<file path="config.mk">
export PLATFORM = sky130hd
export DESIGN_NAME = wwd_single
export DESIGN_NICKNAME = d
export VERILOG_FILES = /design/src/rtl/wwd_single.sv
export SDC_FILE = /design/constraint.sdc
export NUM_CORES = 1
export LEC_CHECK = 0
export CAP_MARGIN = 20
export CORE_ASPECT_RATIO = 0.8
export CORE_MARGIN = 2
export CORE_UTILIZATION = 46
export CTS_CLUSTER_DIAMETER = 120
export DETAILED_ROUTE_END_ITERATION = 8
export GPL_ROUTABILITY_DRIVEN = 0
export MAX_ROUTING_LAYER = met4
export PLACE_DENSITY = 0.78
export SETUP_SLACK_MARGIN = 0.2
export SLEW_MARGIN = 20
export SYNTH_ARGS = -nofsm -noshare
export SYNTH_HDL_FRONTEND = slang
export SYNTH_SLANG_ARGS = --single-unit
export TNS_END_PERCENT = 20
</file>
<file path="constraint.sdc">
create_clock -name clk -period 2.3 [get_ports clk]
set_clock_uncertainty 0.05 [all_clocks]
set_input_delay 0.23 -clock clk [delete_from_list [all_inputs] [get_ports clk]]
set_output_delay 0.23 -clock clk [all_outputs]
set_load 0.005 [all_outputs]
</file>
<file path="src/rtl/wwd_single.sv">
`timescale 1ns/1ps
module wwd_single #(
  parameter int CLOSE_TICKS = 16,
  parameter int OPEN_TICKS  = 32,
  parameter int FAIL_MAX    = 7,
  localparam int FAIL_W = $clog2(FAIL_MAX + 1),
  localparam int TMAX   = (CLOSE_TICKS > OPEN_TICKS) ? CLOSE_TICKS : OPEN_TICKS,
  localparam int TW     = (TMAX > 1) ? $clog2(TMAX) : 1
) (
  input  logic              clk,
  input  logic              rst_n,
  input  logic              ans_we,
  input  logic [7:0]        ans_data,
  input  logic [7:0]        exp_data,
  input  logic              stat_rd,
  output logic              flag_ans_err,
  output logic              flag_early,
  output logic              flag_seq_err,
  output logic              flag_timeout,
  output logic [FAIL_W-1:0] fail_cnt,
  output logic              cycle_end
);

  localparam logic [TW-1:0]     C_LAST = TW'(CLOSE_TICKS - 1);
  localparam logic [TW-1:0]     O_LAST = TW'(OPEN_TICKS - 1);
  localparam logic [FAIL_W-1:0] F_TOP  = FAIL_W'(FAIL_MAX);

  logic          in_open_q;
  logic [TW-1:0] tick_q;
  logic          early_q, cerr_q, oans_q, obad_q;

  logic mism, in_closed, win_last;
  logic early_n, cerr_n, oans_n, obad_n;
  logic end_now, good_cycle;
  logic nx_err, nx_early, nx_to;

  assign mism      = (ans_data != exp_data);
  assign in_closed = !in_open_q;
  assign win_last  = in_closed ? (tick_q == C_LAST) : (tick_q == O_LAST);

  assign early_n = early_q | (in_closed & ans_we);
  assign cerr_n  = cerr_q  | (in_closed & ans_we & mism);
  assign oans_n  = oans_q  | (in_open_q & ans_we);
  assign obad_n  = obad_q  | (in_open_q & ans_we & (mism | oans_q));

  assign end_now    = win_last & (in_open_q | early_n);
  assign good_cycle = in_open_q & oans_n & !obad_n;

  assign nx_early = in_closed;
  assign nx_err   = in_closed ? cerr_n : obad_n;
  assign nx_to    = in_open_q & !oans_n;

  assign flag_seq_err = 1'b0;

  always_ff @(posedge clk) begin
    if (!rst_n) begin
      in_open_q <= 1'b0;
      tick_q    <= '0;
      early_q   <= 1'b0;
      cerr_q    <= 1'b0;
      oans_q    <= 1'b0;
      obad_q    <= 1'b0;
    end else if (win_last) begin
      in_open_q <= in_closed & !early_n;
      tick_q    <= '0;
      early_q   <= 1'b0;
      cerr_q    <= 1'b0;
      oans_q    <= 1'b0;
      obad_q    <= 1'b0;
    end else begin
      tick_q  <= tick_q + 1'b1;
      early_q <= early_n;
      cerr_q  <= cerr_n;
      oans_q  <= oans_n;
      obad_q  <= obad_n;
    end
  end

  always_ff @(posedge clk) begin
    if (!rst_n) begin
      flag_ans_err <= 1'b0;
      flag_early   <= 1'b0;
      flag_timeout <= 1'b0;
      cycle_end    <= 1'b0;
    end else begin
      cycle_end <= end_now;
      if (end_now) begin
        flag_ans_err <= nx_err;
        flag_early   <= nx_early;
        flag_timeout <= nx_to;
      end else if (stat_rd) begin
        flag_ans_err <= 1'b0;
        flag_early   <= 1'b0;
        flag_timeout <= 1'b0;
      end
    end
  end

  always_ff @(posedge clk) begin
    if (!rst_n) begin
      fail_cnt <= '0;
    end else if (end_now) begin
      if (good_cycle) begin
        if (fail_cnt != '0) fail_cnt <= fail_cnt - 1'b1;
      end else if (fail_cnt != F_TOP) begin
        fail_cnt <= fail_cnt + 1'b1;
      end
    end
  end

endmodule

</file>
==> metrics, run 1 <==
largest family of logic cells by synthesized area simple AND/OR/NAND/NOR gates; Hold WS 0.404 ns; Rows 14; critical path data arrival time 2.27 ns; Hold Path Origin tick_q[0]; status complete, no violations; Max-Cap Viols 0; Final Max Slew Viols 0; vias in the first global route 892; leak pwr 0.608 nW; Syn. warnings 0; vias per inst 5.29; Synth area leaders dfxtp_1, xor2_1, nor2_1, nor4_4, a21oi_1; worst path required time 2.48 ns; pwr dens 406 nW/um^2; clk_lat worst skew 0.30 ns; sequential fraction of the synthesis area 35.6%; simple-gate portion of the synthesized area 28.1%; Max FO, Critical Path 2; share of the synthesized area in the top cell type 35.6%; relative slew slack 61.5%; commonest non-fill, non-tap cell in the layout dfxtp_1; largest net degree at the start of global routing 12; gr usage total a little over a fifth; Avg WL per Cell 14.8 um; final net count 167; setup slack, reg-to-reg approximately 0.3 ns; clock buffer depth 2; worst hold path class flip-flop to flip-flop; Post-Route WL 2490 um; H-tree depth 1; multiplexer share of the synthesized area approximately 1.0%; Syn Area/Cell 8.85 sq um; CTS Sinks 17; DPL Wire Length between 1500 and 2000 um; die area roughly 2500 sq um; Worst VDD drop around 0.36 mV; CP Class primary input to flip-flop; fillcell total between 100 and 150; element type at the critical path end flip-flop; synthesis-stage register bit count 17; Setup crit start kind primary input; via count 889; final setup vio count 0; RSZ-0062 raised after global routing no; CTS Buf Count 3; crit path time final 2.09 ns; DP Area 1270 sq um; Die Y 44.8 um; Design Area, Final 1400 sq um; clk slew on worst S/H paths 0.11 ns; most frequent cells in the layout dfxtp_1, nor2_1, clkdlybuf4s50_1, buf_4, xor2_2; CTS hold repair buffers 0; xor/xnor share of the synthesized area a little under an eighth; initial drt markers 37; Root Driver clkbuf_4; post-synthesis async set-or-reset flop share 0%; share of cells above drive strength 1 25.0%; Worst-Margin Slew 0.573 ns; Core ar. ~1900 sq um; area leader, netlist dfxtp_1; Final Hold Viols 0; Cell Area, Synth 956 sq um; total nets after synthesis 130; width of the die approximately 55 um; Remaining DRCs 0; Main synth FF type dfxtp_1; Synth Instances 108; first-pass GRT wire length 3660 um; CTS tree yes; Power, Total 569 uW; Adder-Cell Fraction of Synth Area 3.40%; crit path launch exp_data[6]; I/O pin cnt 28; worst r2r src oans_q; final core occ 72.6%; Final Cycle Share 91.0%; Port Buffer Count 26; number of synthesized flops with an enable pin 0; diode count 0; Fmax 0.478 GHz; Area Growth Syn to Fin 46.3%; 1st-pass router iterations 4; Initial Util just under 50%; antenna violations before repair 0; GRT overflow 0; compound-cell area share of the yosys netlist 14.3%; Routed Antenna Nets 0; Yosys cell types 36
==> registers in the layout, summed over array words and instances (netlist names) <==
register,cells
tick_q,5
fail_cnt,3
cerr_q,1
cycle_end,1
early_q,1
flag_ans_err,1
flag_early,1
flag_timeout,1
in_open_q,1
oans_q,1
obad_q,1
==> what timing repair did <==
action	in CTS	in global routing
setup endpoints to repair	1	1
pin swaps	4	7
gates resized for setup	18	17
setup buffers	4	0
==> worst paths after layout <==
check / end / cells after the start
worst max-delay path: fail_cnt[2] / 11
worst max register to register: fail_cnt[2] / 9
worst min-delay path: tick_q[0] / 1
worst min register to register: tick_q[0] / 1
==> where the power goes <==
part / internal, mW / total (mW) / switching, mW
Sequential: 0.301 / 0.306 / 0.00433
Combinational: 0.0469 / 0.0930 / 0.0461
Clock: 0.0662 / 0.170 / 0.104
==> metrics by stage <==
stage               cells  setup WS (ns)  TNS, ns
floorplan             108          0.218        0
global placement      160         -0.213   -0.213
detailed placement    160         -0.288   -0.288
CTS                   168          0.214        0
global route          168          0.163        0
finish                168          0.208        0
==> critical path, stage by stage <==
cell and delay [ns]:
dlygate4sd2_1 0.26, xor2_2 0.16, nor4_4 0.33, a31oi_2 0.15, buf_4 0.15, buf_4 0.12, buf_4 0.12, buf_4 0.12
or3_4 0.36, nand3_2 0.08, mux2i_1 0.19
==> logic make-up (layout without fill, tap and decap cells) <==
logic type      after synthesis  count (layout)
flops                        17              17
xor+xnor                     13              13
fa+ha+maj                     2               2
other cells                   1               1
simple gates                 44              44
buf+inv                      11              47
compound gates               19              19
mux                           1               1
==> Yosys cell counts (all sizes together), types with 2 or more instances <==
master and count:
buf 3, dfxtp 17, o211a 2, a21oi 7, and2 3, nor3b 3
nor4 2, nand3 4, o21ai 5, nand2b 2, xor2 12, nor2b 2
nor2 15, inv 7, and3 2, nand2 6
==> metal layers <==
layer  up-vias  track usage [%]  wire length, um
met2        34             31.9             1260
met4         0             8.29               77
met3         8             8.28              103
li1        426                -                -
met1       421             26.4             1050
met5         -                -                0
==> layout make-up <==
class,count,area (sq um),area share (%)
clock buffers,3,22.5,1.61
repair buffers,36,327,23.3
clock inverters,1,7.51,0.537
flip-flops and latches,17,342,24.4
inverters,7,26.3,1.88
well taps,24,30.0,2.15
multi-input cells,80,644,46.1
Note: power is estimated with default switching activity, not from simulation.
==> run 2: changes to the inputs <==
--- a/config.mk
+++ b/config.mk
@@ -12,11 +12,9 @@
 export CTS_CLUSTER_DIAMETER = 120
 export DETAILED_ROUTE_END_ITERATION = 8
 export GPL_ROUTABILITY_DRIVEN = 0
-export MAX_ROUTING_LAYER = met4
 export PLACE_DENSITY = 0.78
 export SETUP_SLACK_MARGIN = 0.2
 export SLEW_MARGIN = 20
 export SYNTH_ARGS = -nofsm -noshare
 export SYNTH_HDL_FRONTEND = slang
 export SYNTH_SLANG_ARGS = --single-unit
-export TNS_END_PERCENT = 20
==> run 2 against run 1 <==
Against the previous run:
- sequential share of layout area unchanged
- non-clock buffer count did not move
- first-iteration DRC count fell by 5.4%
- flip-flop and latch count did not move
- power fell by 0.18%
- cell count unchanged
- worst hold slack hardly changed
- critical endpoint unchanged
- largest cell class unchanged
==> metrics, run 2 (synthesis results as in run 1) <==
largest net degree at the start of global routing 12 (unchanged); pwr dens 406 nW/um^2 (-0.18%); final setup vio count 0 (unchanged); Area Growth Syn to Fin 46.3% (unchanged); status complete, no violations; H-tree depth 1 (unchanged); Layout Cells excl Fill 168 (unchanged); die area 2460 sq um (unchanged); Initial Util 49.6% (unchanged); leak pwr 0.608 nW (unchanged); vias in the first global route 892 (unchanged); largest registers tick_q (5), fail_cnt (3); Final Max Slew Viols 0 (unchanged); 1st-pass router iterations 4 (unchanged); Final Hold Viols 0 (unchanged); width of the die 55.0 um (unchanged); Worst-Margin Slew 0.567 ns (-0.00620 ns); CTS Sinks 17 (unchanged); critical path data arrival time 2.28 ns (about the same); first-pass GRT wire length 3660 um (unchanged); Worst R2R Path Depth 7 (-2); WHS Path Cells 1 (unchanged); CP max stage delay 0.37 ns (about the same); Die Y 44.8 um (unchanged); Design Area, Final 1400 sq um (unchanged); relative slew slack 62.0% (+0.42 points); Power, Total 568 uW (-0.18%); most frequent cells in the layout dfxtp_1, nor2_1, clkdlybuf4s50_1, buf_4, xor2_2; GRT overflow 0 (unchanged); RSZ-0062 raised after global routing no; worst hold path class flip-flop to flip-flop; Port Buffer Count 26 (unchanged); Final Cycle Share 91.3% (+0.33 points); gr usage total 20.9% (-0.63 points); Rows 14 (unchanged); commonest non-fill, non-tap cell in the layout dfxtp_1; via count 888 (-0.11%); final net count 167 (unchanged); Remaining DRCs 0 (unchanged); initial drt markers 35 (-5.4%); max reg flops 5 (unchanged); placed insts 160 (unchanged); worst path required time 2.48 ns (about the same); vias per inst 5.29 (-0.11%); clk slew on worst S/H paths 0.11 ns (about the same); DP Area 1270 sq um (unchanged); antenna violations before repair 0 (unchanged); Setup crit start kind primary input; DPL Wire Length 1660 um (unchanged); Biggest register tick_q; CP max stage cell fa_1; Max FO, Critical Path 2 (unchanged); Avg WL per Cell 14.8 um (-0.44%); element type at the critical path end flip-flop; setup TNS 0 ns (unchanged); clk_lat worst skew 0.30 ns (about the same); CTS hold repair buffers 0 (unchanged); Max-Cap Viols 0 (unchanged); worst path cell trace dlygate4sd2_1 > xor2_2 > nor4_4 > a31oi_2 > nand2b_4 > fa_1 > or3_4 > nand3_2 > mux2i_1; worst reg2reg endpoint fail_cnt[2]; CP Class primary input to flip-flop; worst r2r src oans_q; I/O pin cnt 28 (unchanged); delay-heaviest family, CP simple AND/OR/NAND/NOR gates; CTS tree yes; Worst VDD drop 0.363 mV (-0.34%); worst path bufs/invs 1 (-4); setup slack, reg-to-reg 0.30 ns (about the same); Core ar. 1930 sq um (unchanged); CTS Buf Count 3 (unchanged); crit path time final 2.10 ns (+0.00759 ns); Post-Route WL 2480 um (-0.44%); diode count 0 (unchanged); Routed Antenna Nets 0 (unchanged); Root Driver clkbuf_4; share of cells above drive strength 1 25.0% (unchanged); WHS Endpoint tick_q[0]; Fmax 0.476 GHz (-0.36%); Hold Path Origin tick_q[0]; clock buffer depth 2 (unchanged)
run 2: cell counts in the layout (fill, tap and decap cells not counted):
No cell type changed its count.
run 2: cell type report:
type	instances	area [sq um]
tap	24	30.0
clock inverter	1	7.51
sequential	17	342
timing repair buffer	36	327
clock buffer	3	22.5
inverter	7	26.3
fill	145	528
multi-input combinational	80	644
run 2: timing repair:
item,4_1_cts,5_1_grt
setup endpoints to repair,1,1
buffers inserted,4,0
pin swaps,4,7
gates resized for setup,18,17
run 2: worst register-to-register path: stages, from the launching register on:
cell,delay [ns]
dfxtp_2,0.41
nor2b_1,0.25
a31oi_2,0.08
nand2b_4,0.16
fa_1,0.37
or3_4,0.34
nand3_2,0.08
mux2i_1,0.19
run 2: layer usage:
metal	vias to the layer above	track usage, %	wire [um]
li1	425	-	-
met1	420	26.4	1030
met2	35	31.9	1250
met3	8	8.28	112
met4	0	8.29	80
met5	-	0	0
run 2: how the worst max path moves through the flow:
stage / cells after the start / end / start / slack (ns)
floorplan: 8 / fail_cnt[2] / exp_data[1] / 0.22
global placement: 9 / fail_cnt[2] / exp_data[1] / -0.21
detailed placement: 9 / fail_cnt[2] / exp_data[1] / -0.29
CTS: 9 / fail_cnt[2] / exp_data[1] / 0.21
global route: 11 / fail_cnt[2] / exp_data[6] / 0.16
finish: 9 / fail_cnt[2] / exp_data[6] / 0.20
run 2: metrics by stage:
step | utilization, % | hold slack (ns) | worst slack (ns)
final | 72.6 | 0.404 | 0.200
after global routing | 72.6 | 0.431 | 0.163
after CTS | 70.5 | 0.409 | 0.214
after detailed placement | 65.8 | 0.389 | -0.288
after floorplan | - | 0.332 | 0.218
after global placement | 65.8 | 0.380 | -0.213
run 2: where the power goes:
group          internal [mW]  switching (mW)
clock                 0.0662           0.103
sequential             0.301         0.00435
combinational         0.0469          0.0461
total                  0.414           0.153
